==> src/rtl/lsf_pkg.sv <==
package lsf_pkg;
   localparam int unsigned LSF_DATA_W = 32;
   localparam int unsigned LSF_IMM_W  = 16;
   localparam int unsigned LSF_RIDX_W = 5;

   // request index field and store flag positions in the instruction word
   localparam int unsigned LSF_IDX_LO   = 26;
   localparam int unsigned LSF_STORE_BIT = 29;
   localparam int unsigned LSF_RT_LO    = 16;

   typedef enum logic [1:0] {
      SZ_BYTE  = 2'd0,
      SZ_HALF  = 2'd1,
      SZ_TRIPLE = 2'd2,
      SZ_WORD  = 2'd3
   } lsf_size_e;
endpackage

==> src/rtl/lsf_addr_gen.sv <==
module lsf_addr_gen #(
   parameter int unsigned ADDR_W = 32,
   parameter int unsigned IMM_W  = 16
) (
   input  logic [ADDR_W-1:0] base_i,
   input  logic [IMM_W-1:0]  imm_i,
   output logic [ADDR_W-1:0] addr_o
);
   localparam int unsigned EXT_W = ADDR_W - IMM_W;

   generate
      if (IMM_W >= ADDR_W) begin : g_bad_imm
         $error("lsf_addr_gen: IMM_W must be narrower than ADDR_W");
      end
   endgenerate

   logic [ADDR_W-1:0] imm_ext;
   assign imm_ext = {{EXT_W{imm_i[IMM_W-1]}}, imm_i};
   assign addr_o  = base_i + imm_ext;
endmodule

==> src/rtl/lsf_size_decode.sv <==
module lsf_size_decode
   import lsf_pkg::*;
#(
   parameter int unsigned DATA_W = 32
) (
   input  logic [2:0]                  req_idx_i,
   input  logic                        is_store_i,
   output logic [$clog2(DATA_W)-1:0]   shamt_o,
   output logic [DATA_W-1:0]           wmask_o,
   output logic [DATA_W-1:0]           rmask_o
);
   localparam int unsigned SH_W  = $clog2(DATA_W);
   localparam int unsigned NBYTE = DATA_W / 8;

   generate
      if (DATA_W != 32) begin : g_bad_width
         $error("lsf_size_decode: the two-bit size code covers 32-bit data only");
      end
   endgenerate

   lsf_size_e size;
   logic      zero_ext;
   logic      no_ext;

   assign size     = lsf_size_e'(req_idx_i[1:0]);
   assign zero_ext = req_idx_i[2];
   // size code 2 has no defined extension: mask collapses to zero
   assign no_ext   = (size == SZ_TRIPLE);

   // (3 - size) * 8, the complement of a two-bit code is 3 - code
   assign shamt_o = SH_W'({~req_idx_i[1:0], 3'b000});

   logic [DATA_W-1:0] ones_shifted;
   assign ones_shifted = {DATA_W{1'b1}} << shamt_o;
   assign wmask_o      = is_store_i ? ones_shifted : '0;

   // per-byte read mask: full when sign-extending or word; partial when zero-extending
   logic [NBYTE-1:0] rbyte_en;
   for (genvar b = 0; b < NBYTE; b++) begin : g_rbyte
      always_comb begin
         if (no_ext)
            rbyte_en[b] = 1'b0;
         else if (!zero_ext || size == SZ_WORD)
            rbyte_en[b] = 1'b1;
         else
            rbyte_en[b] = (b <= int'(req_idx_i[1:0]));
      end
      assign rmask_o[8*b +: 8] = {8{rbyte_en[b]}};
   end
endmodule

==> src/rtl/lsf_data_align.sv <==
module lsf_data_align #(
   parameter int unsigned DATA_W = 32
) (
   input  logic [DATA_W-1:0]          src_i,
   input  logic [$clog2(DATA_W)-1:0]  shamt_i,
   input  logic [DATA_W-1:0]          wmask_i,
   output logic [DATA_W-1:0]          wdata_o,
   output logic [DATA_W/8-1:0]        wbe_o
);
   localparam int unsigned NBYTE = DATA_W / 8;

   assign wdata_o = src_i << shamt_i;

   for (genvar b = 0; b < NBYTE; b++) begin : g_wbe
      assign wbe_o[b] = wmask_i[8*b + 7];
   end
endmodule

==> src/rtl/ldst_req_fmt.sv <==
module ldst_req_fmt
   import lsf_pkg::*;
#(
   parameter int unsigned DATA_W = LSF_DATA_W,
   parameter int unsigned IMM_W  = LSF_IMM_W,
   parameter int unsigned RIDX_W = LSF_RIDX_W
) (
   input  logic                       clk,
   input  logic                       rst_n,
   input  logic                       in_valid,
   input  logic [31:0]                instr,
   input  logic [DATA_W-1:0]          base_val,
   input  logic [DATA_W-1:0]          src_val,
   output logic                       req_valid,
   output logic [DATA_W-1:0]          req_addr,
   output logic [DATA_W-1:0]          req_wdata,
   output logic [DATA_W-1:0]          req_wmask,
   output logic [DATA_W/8-1:0]        req_wbe,
   output logic [DATA_W-1:0]          req_rmask,
   output logic [$clog2(DATA_W)-1:0]  req_shamt,
   output logic [RIDX_W-1:0]          req_dest
);
   localparam int unsigned SH_W  = $clog2(DATA_W);
   localparam int unsigned NBYTE = DATA_W / 8;

   generate
      if (RIDX_W != 5) begin : g_bad_ridx
         $error("ldst_req_fmt: register index field is five bits wide");
      end
   endgenerate

   logic              is_store;
   logic [2:0]        req_idx;
   logic [DATA_W-1:0] addr_c, wdata_c, wmask_c, rmask_c;
   logic [NBYTE-1:0]  wbe_c;
   logic [SH_W-1:0]   shamt_c;
   logic [RIDX_W-1:0] dest_c;

   assign is_store = instr[LSF_STORE_BIT];
   assign req_idx  = instr[LSF_IDX_LO +: 3];
   assign dest_c   = is_store ? '0 : instr[LSF_RT_LO +: RIDX_W];

   lsf_addr_gen #(.ADDR_W(DATA_W), .IMM_W(IMM_W)) addr_i (
      .base_i (base_val),
      .imm_i  (instr[IMM_W-1:0]),
      .addr_o (addr_c)
   );

   lsf_size_decode #(.DATA_W(DATA_W)) size_i (
      .req_idx_i  (req_idx),
      .is_store_i (is_store),
      .shamt_o    (shamt_c),
      .wmask_o    (wmask_c),
      .rmask_o    (rmask_c)
   );

   lsf_data_align #(.DATA_W(DATA_W)) align_i (
      .src_i   (src_val),
      .shamt_i (shamt_c),
      .wmask_i (wmask_c),
      .wdata_o (wdata_c),
      .wbe_o   (wbe_c)
   );

   always_ff @(posedge clk) begin
      if (!rst_n) begin
         req_valid <= 1'b0;
         req_addr  <= '0;
         req_wdata <= '0;
         req_wmask <= '0;
         req_wbe   <= '0;
         req_rmask <= '0;
         req_shamt <= '0;
         req_dest  <= '0;
      end else begin
         req_valid <= in_valid;
         if (in_valid) begin
            req_addr  <= addr_c;
            req_wdata <= wdata_c;
            req_wmask <= wmask_c;
            req_wbe   <= wbe_c;
            req_rmask <= rmask_c;
            req_shamt <= shamt_c;
            req_dest  <= dest_c;
         end
      end
   end
endmodule

==> config.mk <==
export PLATFORM = sky130hd
export DESIGN_NAME = ldst_req_fmt
export DESIGN_NICKNAME = d
export VERILOG_FILES = /design/src/rtl/lsf_pkg.sv /design/src/rtl/lsf_addr_gen.sv /design/src/rtl/lsf_size_decode.sv /design/src/rtl/lsf_data_align.sv /design/src/rtl/ldst_req_fmt.sv
export SDC_FILE = /design/constraint.sdc
export NUM_CORES = 1
export LEC_CHECK = 0
export ABC_AREA = 1
export BUFFER_PORTS_ARGS = -buffer_cell sky130_fd_sc_hd__buf_4
export CAP_MARGIN = 20
export CORE_AREA = 5 5 116 118
export DETAILED_ROUTE_END_ITERATION = 12
export DIE_AREA = 0 0 121 123
export PLACE_DENSITY_LB_ADDON = 0.15
export SYNTH_ARGS = -nofsm -noshare
export SYNTH_HDL_FRONTEND = slang
export SYNTH_SLANG_ARGS = --single-unit
export TNS_END_PERCENT = 10
==> constraint.sdc <==
create_clock -name clk -period 2.4 [get_ports clk]
set_input_delay 0 -clock clk [delete_from_list [all_inputs] [get_ports clk]]
set_output_delay 0 -clock clk [all_outputs]
set_load 0.03 [all_outputs]
Word-level counts from Yosys, hierarchy flattened
Index checks and enable logic that the tools add are counted.

operators by class
  add/subtract/negate cells = 1
  $mul = 0
  divide/modulo/power cells = 0
  magnitude comparators = 3
  equality and inequality tests = 2
  shift-type cells = 2
  muxes and demuxes = 9
  bitwise operators = 1
  reduce and logical (&&, ||, !) cells = 2

operator list
  cell                                                                   count
  32-bit adder                                                           1
  32-bit two-way mux                                                     1
  32-bit by 5-bit << shifter with 32-bit output                          1
  32-bit by 5-bit << shifter with 32-bit output (first input constant)   1
  1-bit two-way mux                                                      7
  5-bit two-way mux                                                      1
  2-bit equality test (second input constant)                            2
  2-bit <= comparator (first input constant)                             2
  1-bit by 2-bit <= comparator with 1-bit output (first input constant)  1
  2-bit NOT                                                              1
  1-bit logical NOT                                                      1
  1-bit logical OR                                                       1

storage, ports and cells
  bits in registers = 133
  bits in latches = 0
  memory bits (writable) = 0
  memory bits (read-only) = 0
  output and inout port bits = 143
  logic and storage cells = 28
  memories kept = 0

Depth between registers and ports, before layout
Gate-level depths: netlist (run 1).

  depth in word-level cells = 4
  depth in mapped cells = 13
  mapped depth without buffers = 13

Hierarchy
From an unflattened synthesis (run 1), not the netlist that was laid out.

unflattened totals
  cell total of the unflattened synthesis = 1556
  area, all modules = 9475.3 um^2

modules (own cells, without submodules)
  module           instances  cells each  area an instance (um^2)  sequential area each (um^2)
  ldst_req_fmt     1          620         4937.2                   2862.7
  lsf_addr_gen     1          494         2384.8                   0.0
  lsf_data_align   1          369         1645.3                   0.0
  lsf_size_decode  1          73          508.0                    0.0

Worst setup path before layout (run 1)
OpenSTA, ideal clock, no wires.

  path type = input to register
  start point = in instr[0]
  end point = reg req_addr[28]
  arrival = 1.348 ns
  data required time = 2.291 ns
  slack = 0.943 ns
  cell stages on the path = 12
  path buffers = 0
  cells stage by stage = ha_1 fa_1 nand3_1 nand3_1 nand3_1 nand3_2 nand2_1 nand2_1 nand2_1 nand3_1 nand2_1 inv_1

between the ends
  word-level cells in the longest chain between the ends = 1

ends and longest elaborated chain
  what                    RTL line            text
  start: declaration      ldst_req_fmt.sv:11  input logic [31:0] instr,
  32-bit adder            lsf_addr_gen.sv:19  assign addr_o = base_i + imm_ext;
  end signal: assignment  ldst_req_fmt.sv:78  req_addr <= addr_c;
  end: declaration        ldst_req_fmt.sv:15  output logic [DATA_W-1:0] req_addr,

Every way passes these cells.
A chain may end at the register's enable or synchronous reset.

Worst setup path after layout (run 1)
  start point = in instr[27]
  end point = reg req_wdata[25]

between the ends
  word-level cells in the longest chain between the ends = 2

ends and longest elaborated chain
  what                                           RTL line               text
  2-bit NOT                                      lsf_size_decode.sv:31  assign shamt_o = SH_W'({~req_idx_i[1:0], 3'b000});
  32-bit by 5-bit << shifter with 32-bit output  lsf_data_align.sv:12   assign wdata_o = src_i << shamt_i;
  end signal: assignment                         ldst_req_fmt.sv:79     req_wdata <= wdata_c;
  end: declaration                               ldst_req_fmt.sv:16     output logic [DATA_W-1:0] req_wdata,

Every way passes these cells.

==> run metrics, run 1 <==
DRC Markers 0; CTS H-Tree Depth 3; CP max-delay cell dlygate4sd3_1; final worst slack 0.327 ns; Slew headroom 65.2%; CP delay by family, top buffers and inverters; clk slew on worst S/H paths 0.06 ns; fraction of registers with async set/reset 0%; peak supply drop 0.323 mV; Die Span X 121 um; Synth Register Bits 79; fmax 482 MHz; setup TNS 0 ns; synth warn 0; Final Skew 0 ns; Worst setup SP type input port; # Max-Cap Violations 0; port bufs 231; worst path cell trace dlygate4sd3_1 -> buf_4 -> inv_1 -> nor2_2 -> a221oi_1 -> dlygate4sd3_1 -> a21oi_1; status finished, final reports clean; Setup CP Type input port to flop; post-CTS setup buffer count 0; fraction of layout cells with a size suffix above 1 23.5%; nets 1,311; initial antenna violation count 0; Avg Cell Area, Syn 6.04 um^2; Slew Viols, Final 0; Post-CTS Hold Buffers 26; GRT Total Usage 23.7%; DIE AREA 14,900 um^2; largest net degree at the start of global routing 36; Synth Flop Type dfxtp_1; # setup viols final 0; EDFF count, synth 0; via count 6,541; Worst path max stage delay 0.61 ns; IO Count 242; synthesized area 6000 um^2; post-synth cell types 33; CTS tree yes; pwr dens 546 nW/um^2; detailed placer's ending HPWL 14,700 um; Via density 4.83; root buffer cell clkbuf_16; Tcrit/Tclk final 86.4%; GPL Wtd Cong 0.929; CP Data Arrival Time 2.34 ns; top cells by instance count after synthesis nand2_1, inv_1, dfxtp_1; Pwr Total 4.34 mW; P_leak 4.54 nW; cells after synthesis 994; Post-Layout Cell Count 1,355; most frequent CP cell dlygate4sd3_1; Crit. End Element flop; Area growth syn-to-layout 32.5%; Clock Path Buffers 2; First DRT Iteration DRCs 431; Initial Util 48.5%; vias in the first global route 5,972; worst-path fanout max 13; Seq/Total Area, Yosys 26.4%; DRT Pass-1 Iters 5; largest area contributor in the netlist dfxtp_1; CP Buf/Inv Count 4; Area contributors post-synth dfxtp_1, nand2_1, inv_1, buf_4, ha_1; RSZ-0062 raised after global routing false; grt ovf 0; Worst Hold Slack 0.00109 ns; Antenna Cells 0; Final ANT Viol Nets 0; row count 41; Fin. Hold Viols 0; final WL 18,400 um; DP Area 7420 um^2; post-route cell area 7950 um^2; Core Footprint 12,400 um^2; Die Y 123 um; Slew @ Worst Pin 0.521 ns; Num CTS Buffers 9; clock sink count 79; pre-CTS WS 0.656 ns; most instantiated library cell after synthesis nand2_1; Hold Crit Class input port to flop; first-pass GRT wire length 28,600 um; # resized after CTS 0; Clk Latency, worst-skew pair 0.32 ns; post-layout util 64.3%; min cycle time layout 2.07 ns; share of the synthesized area in the top cell type 26.4%; CP Data Required Time 2.67 ns; placed cells 1,315; routed wire length per instance 13.6 um
worst register-to-register path, delay by kind of cell, from the launching register on:
kind,cells,cell delay (ns)
AOI/OAI and AO/OA,2,0.24
DFF,1,0.33
buffers and inverters,1,0.57
layout by cell type, fill, tap and decap left out:
cell type and instances:
xnor2_1 9, nand2_2 12, nor2_1 74, ha_1 31, clkinv_2 1, o21bai_1 3
nand4_1 3, buf_4 239, a221oi_1 6, nand3_2 2, nand2_4 1, inv_2 2
fa_1 1, nand3_1 54, a21o_1 1, conb_1 3, dfxtp_1 79, o22ai_1 2
a21oi_1 61, a22oi_1 3, nand2_1 339, clkbuf_16 9, xor2_1 7, dlygate4sd3_1 26
a41oi_1 2, and2_1 1, o21ai_0 39, nor2_2 8, inv_1 146, clkinvlp_4 2
clkinv_1 3, o221ai_1 1, nor3_1 3, o21ai_1 8, clkbuf_8 2
logic make-up (layout without fill, tap and decap cells):
kind of cell | count (synthesis) | in the layout | share of synthesized area [%]
fa+ha+maj | 32 | 32 | 6.80
compound gates | 126 | 126 | 11.4
buf+inv | 243 | 430 | 19.4
other cells | 1 | 3 | 0.0625
xor+xnor | 16 | 16 | 2.34
flops | 79 | 79 | 26.4
simple gates | 497 | 497 | 33.6
report_power, final:
part | switching (mW) | internal (mW) | leakage [nW]
Combinational | 0.998 | 0.603 | 3.76
Clock | 0.513 | 0.743 | 0.129
Sequential | 0.0666 | 1.41 | 0.652
metal layers:
layer | share of wire, % | wire (um) | vias to the layer above | global-route usage [%]
li1 | - | - | 3373 | -
met1 | 42 | 7750 | 2903 | 28.8
met2 | 49 | 9020 | 233 | 43.1
met3 | 6.1 | 1130 | 32 | 3.29
met4 | 2.6 | 481 | 0 | 7.79
met5 | 0 | 0 | - | 0
cell type report:
class,count,area [um^2]
Clock buffer,11,253
Clock inverter,3,20.0
Fill cell,1233,4410
Inverter,151,567
Multi-Input combinational cell,674,3260
Sequential cell,79,1580
Tap cell,172,215
Timing Repair Buffer,265,2050
worst paths after layout:
path                 startpoint             to  slack (ns)  depth (start not counted)
setup reg to reg  req_wdata[31]  req_wdata[31]        1.20                          3
hold / removal      src_val[16]  req_wdata[16]       0.001                          3
hold reg to reg    req_wdata[8]   req_wdata[8]        0.47                          2
setup / recovery      instr[27]  req_wdata[25]        0.33                          7
state kept, by name, indices dropped and copies added, names as in the netlist:
signal and count:
req_addr 32, req_wdata 32, req_dest 5, req_wmask 4
req_rmask 3, req_shamt 2, req_valid 1
No activity file was read; power rests on OpenSTA's default activity.
==> run 2, diff against run 1 <==
Settings changed: CORE_AREA 5 5 116 118 to 5 5 144 146, DIE_AREA 0 0 121 123 to 0 0 149 151, HOLD_SLACK_MARGIN set to 0.1, SYNTH_HIERARCHICAL set to 1.
==> run 2 against run 1 <==
Against the previous run: non-clock buffer count is 1 higher; clock-buffer cell count up 6; sequential share of layout area rose by 4.7 points; cell count rose by 46%; critical endpoint is now req_dest[1]; largest cell class unchanged; largest power group is now clock; highest routed layer unchanged.
==> run metrics, run 2 <==
Num CTS Buffers 17 (+8); final WL 28,300 um (+54%); clock sink count 143 (+81%); port bufs 234 (+1.3%); largest area contributor in the netlist dfxtp_1; largest net degree at the start of global routing 144 (+300%); Synth Register Bits 143 (+81%); Slew Viols, Final 0 (unchanged); min cycle time layout 2.18 ns (+0.107 ns); grt ovf 0 (unchanged); R2R Path End req_addr[0]; Final Skew 0 ns (unchanged); Worst path max stage delay 0.59 ns (-0.02 ns); top cells by instance count after synthesis nand2_1, nor2_1, nand3_1; Via density 5.04 (+4.4%); fmax 459 MHz (-4.9%); first-pass GRT wire length 46,200 um (+61%); most frequent CP cell dlygate4sd3_1; Layout fillers 1,913 (+55%); Synth Area in Compound Gates 8.94% (-2.5 points); Worst R2R Setup Slack 1.14 ns (-0.06 ns); Hold Crit Class input port to flop; Final ANT Viol Nets 0 (unchanged); Reg-to-Reg Start req_addr[0]; GPL Wtd Cong 0.929 (about the same); RSZ-0062 raised after global routing false; post-CTS setup buffer count 0 (unchanged); initial antenna violation count 0 (unchanged); Slew headroom 27.9% (-37 points); Clk Latency, worst-skew pair 0.42 ns (+0.10 ns); register area 2860 um^2 (+81%); largest family of logic cells by synthesized area simple AND/OR/NAND/NOR gates; share of the synthesized area in the top cell type 30.2% (+3.9 points); DIE AREA 22,500 um^2 (+51%); Pwr Total 7.50 mW (+73%); setup TNS 0 ns (unchanged); nets 1,833 (+40%); placed cells 1,926 (+46%); Die Span X 149 um (+23%); CTS tree yes; Core Footprint 19,300 um^2 (+56%); fraction of layout cells with a size suffix above 1 18.0% (-5.5 points); Crit. Startpoint in_valid; CP delay by family, top buffers and inverters; area of the multi-input gates 5260 um^2 (+61%); fraction of registers with async set/reset 0% (unchanged); Setup CP Type input port to flop; Area contributors post-synth dfxtp_1, nand2_1, nor2_1, nand3_1, o21ai_0; First DRT Iteration DRCs 608 (+41%); xor/xnor share of the synthesized area 1.48% (-0.86 points); EDFF count, synth 0 (unchanged); Antenna Cells 0 (unchanged); post-synth cell types 32 (-3.0%); WP depth 7 (unchanged); peak supply drop 0.492 mV (+52%); IO Count 242 (unchanged); Post-Layout Cell Count 1,980 (+46%); GRT Total Usage 24.9% (+1.3 points); post-synthesis adder-cell area fraction 4.30% (-2.5 points); commonest cells after routing, fill and taps aside nand2_1, nor2_1, buf_4; Initial Util 49.2% (+0.64 points); via count 9,981 (+53%); synth warn 6 (+6); min-delay src instr[28]; Simple-Gate Fraction of Synth Area 40.7% (+7.1 points); Clock Path Buffers 2 (unchanged); DRC Markers 0 (unchanged); routed wire length per instance 14.3 um (+5.5%); Crit. End Element flop; commonest non-fill, non-tap cell in the layout nand2_1; Seq/Total Area, Yosys 30.2% (+3.9 points); # setup viols final 0 (unchanged); cells after synthesis 1,556 (+57%); CTS H-Tree Depth 4 (+1); pwr dens 645 nW/um^2 (+18%); status finished, final reports clean; Synth Flop Type dfxtp_1; Hold EP req_rmask[21]; Slew @ Worst Pin 1.07 ns (+0.549 ns); Hold Path Stages 5 (+2); post-synthesis mux area share 0% (unchanged); clk slew on worst S/H paths 0.08 ns (+0.02 ns); synthesized area 9480 um^2 (+58%); CP Data Required Time 2.77 ns (+0.10 ns); worst path cell trace dlygate4sd3_1 -> buf_4 -> buf_12 -> nand3_1 -> dlygate4sd3_1 -> a21oi_1 -> dlygate4sd3_1; CP Data Arrival Time 2.55 ns (+0.21 ns); most instantiated library cell after synthesis nand2_1; Worst setup SP type input port; Area growth syn-to-layout 22.7%; Die Y 151 um (+23%); detailed placer's ending HPWL 20,400 um (+39%); DRT Pass-1 Iters 5 (unchanged); root buffer cell clkbuf_16; worst-path fanout max 143 (+130); CP max-delay cell dlygate4sd3_1; P_leak 6.16 nW (+36%); R2R cell count 3 (unchanged); vias in the first global route 9,334 (+56%); Avg Cell Area, Syn 6.09 um^2 (+0.89%); CP Buf/Inv Count 5 (+1); Fin. Hold Viols 0 (unchanged); Tcrit/Tclk final 90.9% (+4.5 points); # Max-Cap Violations 0 (unchanged); row count 51 (+24%); # resized after CTS 0 (unchanged)
-- run 2: changes by cell type in the layout (fill, tap and decap cells not counted), sizes merged, moves of 15 or more --
cell   delta
nand3   +151
inv      -15
dfxtp    +64
a21oi    -36
nand2    +26
o21ai    +92
nor2    +248
-- run 2: layer usage --
metal / GRT usage, % / up-vias / routed length, um
met3: 5.21 / 55 / 1930
li1: - / 5172 / -
met5: 0 / - / 0
met1: 32.6 / 4455 / 12100
met4: 8.74 / 0 / 857
met2: 41.1 / 299 / 13400
-- run 2: worst max path at each step --
stage | endpoint | slack (ns)
floorplan | req_addr[28] | 0.86
global placement | req_addr[28] | 0.58
detailed placement | req_addr[20] | 0.57
CTS | req_dest[3] | 0.26
global route | req_dest[1] | 0.12
finish | req_dest[1] | 0.22
-- run 2: power by group --
part / leakage, nW / switching [mW] / total, mW / internal, mW
logic: 4.68 / 1.37 / 2.14 / 0.769
clock network: 0.289 / 1.30 / 2.72 / 1.42
registers: 1.19 / 0.0921 / 2.64 / 2.55
total: 6.16 / 2.76 / 7.50 / 4.74
-- run 2: cell families after synthesis --
family | after synthesis
AND/OR/NAND/NOR | 931
buffers and inverters | 266
AO/OA/AOI/OAI | 167
flip-flops | 143
adder cells (fa/ha/maj) | 32
XOR/XNOR | 16
other | 1
-- run 2: area by class of cell --
type                            instances  area share, %
Timing Repair Buffer                  266           18.0
Clock buffer                           17           3.66
Multi-Input combinational cell       1149           45.3
Clock inverter                         15           1.58
Sequential cell                       143           24.6
Tap cell                              265           2.85
Inverter                              125           4.06
-- run 2: worst min-delay path: stages --
cell and delay (ns):
buf_4 0.08, o21ai_0 0.07, buf_4 0.20, nor2_1 0.11
nor2_1 0.05
-- run 2: what timing repair did --
action | 4_1_cts | 5_1_grt
endpoints found under the setup margin | 0 | 0
hold buffers | 22 | 0
hold endpoints to repair | 79 | 0
-- run 2: metrics by stage --
step                hold WS [ns]  area [um^2]  util [%]  worst slack (ns)
floorplan                  0.160         9480         -             0.860
global placement           0.282        10800      56.0             0.581
detailed placement         0.288        10800      56.0             0.569
CTS                        0.109        11600      60.3             0.265
global route               0.136        11600      60.3             0.120
finish                     0.123        11600      60.3             0.219
==> run 3, diff against run 2 <==
Settings changed: ABC_AREA 1 to unset.
==> run 3 against run 2 <==
Against the previous run: sequential share of layout area is 0.061 points lower; cell count is 29% lower; highest routed layer unchanged; non-clock buffer count is 18 higher.
==> run metrics, run 3 <==
status finished, final reports clean; Hold Crit Class input port to flop; DIE AREA 22,500 um^2 (unchanged); Die Y 151 um (unchanged); gr busiest metal met2; DRT Pass-1 Iters 6 (+1); clk slew on worst S/H paths 0.07 ns (about the same); Core Footprint 19,300 um^2 (unchanged); Clock Path Buffers 2 (unchanged); EDFF count, synth 0 (unchanged); largest net degree at the start of global routing 76 (-47%); vias in the first global route 7,154 (-23%); met2 GRT Util 34.0% (-7.1 points); met3 usage 7.33% (+2.1 points); routed wire length per instance 17.2 um (+20%); final WL 24,300 um (-14%); met1 Use GR 26.9% (-5.7 points); synthesized area 9410 um^2 (-0.66%); Crit. End Element flop; Slew @ Worst Pin 0.782 ns (-0.289 ns); row count 51 (unchanged); First DRT Iteration DRCs 393 (-35%); GRT Total Usage 21.0% (-3.9 points); min cycle time layout 2.37 ns (+0.191 ns); top cells by instance count after synthesis mux2i_1, dfxtp_1, nor2b_1; peak supply drop 0.494 mV (+0.43%); share of the synthesized area in the top cell type 30.4% (+0.20 points); Area growth syn-to-layout 23.8%; Pwr Total 7.37 mW (-1.7%); commonest non-fill, non-tap cell in the layout buf_4; pwr dens 632 nW/um^2 (-1.9%); Via density 5.30 (+5.2%); via count 7,493 (-25%); port bufs 234 (unchanged); Final Skew 0 ns (unchanged); Synth Flop Type dfxtp_1; Slew headroom 47.8% (+20 points); GPL Wtd Cong 0.919 (-1.0%); worst-path fanout max 4 (-97%); initial antenna violation count 0 (unchanged); Die Span X 149 um (unchanged); # setup viols final 0 (unchanged); first-pass GRT wire length 38,100 um (-18%); DRC Markers 0 (unchanged); post-synth cell types 71 (+120%); clock sink count 143 (unchanged); Synth Register Bits 143 (unchanged); Clk Latency, worst-skew pair 0.42 ns (about the same); P_leak 5.35 nW (-13%); Tcrit/Tclk final 98.8% (+8.0 points); grt ovf 0 (unchanged); Num CTS Buffers 17 (unchanged); Seq/Total Area, Yosys 30.4% (+0.20 points); Setup CP Type input port to flop; synth warn 6 (unchanged); Area contributors post-synth dfxtp_1, mux2i_1, nor2b_1, buf_4, mux4_2; RSZ-0062 raised after global routing true; commonest cells after routing, fill and taps aside buf_4, mux2i_1, dfxtp_1; detailed placer's ending HPWL 17,900 um (-12%); fmax 422 MHz (-8.1%); Worst setup SP type input port; nets 1,266 (-31%); CTS H-Tree Depth 4 (unchanged); Initial Util 48.8% (-0.32 points); CTS tree yes; IO Count 242 (unchanged); placed cells 1,366 (-29%); Final ANT Viol Nets 0 (unchanged); fraction of layout cells with a size suffix above 1 30.9% (+13 points); Avg Cell Area, Syn 9.84 um^2 (+62%); largest area contributor in the netlist dfxtp_1; Slew Viols, Final 0 (unchanged); Post-Layout Cell Count 1,413 (-29%); fraction of registers with async set/reset 0% (unchanged); # Max-Cap Violations 0 (unchanged); Antenna Cells 0 (unchanged); cells after synthesis 957 (-38%); root buffer cell clkbuf_16; Fin. Hold Viols 0 (unchanged); CP Data Arrival Time 2.69 ns (+0.14 ns); most instantiated library cell after synthesis mux2i_1; CP Data Required Time 2.71 ns (-0.06 ns)
-- run 3: repair_timing --
action / in CTS / in global routing
endpoints found under the hold margin: 32 / 0
setup endpoints to repair: 0 / 7
hold buffers: 15 / 0
resized for setup: 0 / 3
setup buffers: 0 / 0
-- run 3: path summary, 6_finish.rpt --
kind	startpoint	to	slack, ns	cells after the start
setup reg to reg	req_dest[1]	req_dest[1]	1.23	3
hold reg to reg	req_dest[3]	req_dest[3]	0.48	2
setup / recovery	instr[1]	req_addr[31]	0.03	12
hold / removal	instr[27]	req_rmask[5]	0.11	4
-- run 3: per-layer routing --
metal	vias to the layer above	routed length, um
met5	-	0
met4	0	410
met3	32	2020
met2	248	11500
met1	3500	10400
li1	3713	-
-- run 3: power by group --
part	total (mW)	switching (mW)	internal (mW)	leakage, nW
logic	2.14	1.18	0.964	3.89
clock network	2.60	1.17	1.42	0.287
registers	2.63	0.0888	2.54	1.18
-- run 3: cell type report --
class                           instances  area, um^2
Multi-Input combinational cell        677        5620
Inverter                               12        45.0
Timing Repair Buffer                  284        2220
Sequential cell                       143        2860
Clock buffer                           19         453
Clock inverter                         13         120
Tap cell                              265         332
Fill cell                            1746        7610
-- run 3: metrics by stage --
step / setup slack [ns] / hold WS [ns] / setup TNS, ns / utilization [%] / cell area [um^2]
CTS: 0.0233 / 0.100 / 0 / 60.4 / 11600
floorplan: 0.269 / 0.140 / 0 / - / 9420
detailed placement: -0.0187 / 0.272 / -0.0187 / 56.7 / 10900
finish: 0.0282 / 0.106 / 0 / 60.5 / 11700
global route: -0.0385 / 0.129 / -0.0385 / 60.5 / 11700
global placement: 0.0415 / 0.255 / 0 / 56.7 / 10900
-- run 3: critical path: stages --
cell and delay [ns]:
dlygate4sd3_1 0.53, buf_4 0.14, ha_1 0.30, a211oi_2 0.07
o21ai_2 0.22, o21bai_4 0.10, a22oi_4 0.27, a311oi_4 0.15
o311a_1 0.35, or3_1 0.34, mux2i_1 0.14, nor2b_1 0.06
-- run 3: cell families after synthesis --
logic type | Yosys count | share of synthesized area, %
other | 1 | 0.0398
buffers and inverters | 139 | 10.1
multiplexers | 195 | 25.1
XOR/XNOR | 28 | 2.61
AO/OA/AOI/OAI | 150 | 11.4
adder cells (fa/ha/maj) | 32 | 4.33
AND/OR/NAND/NOR | 269 | 16.0
flip-flops | 143 | 30.4
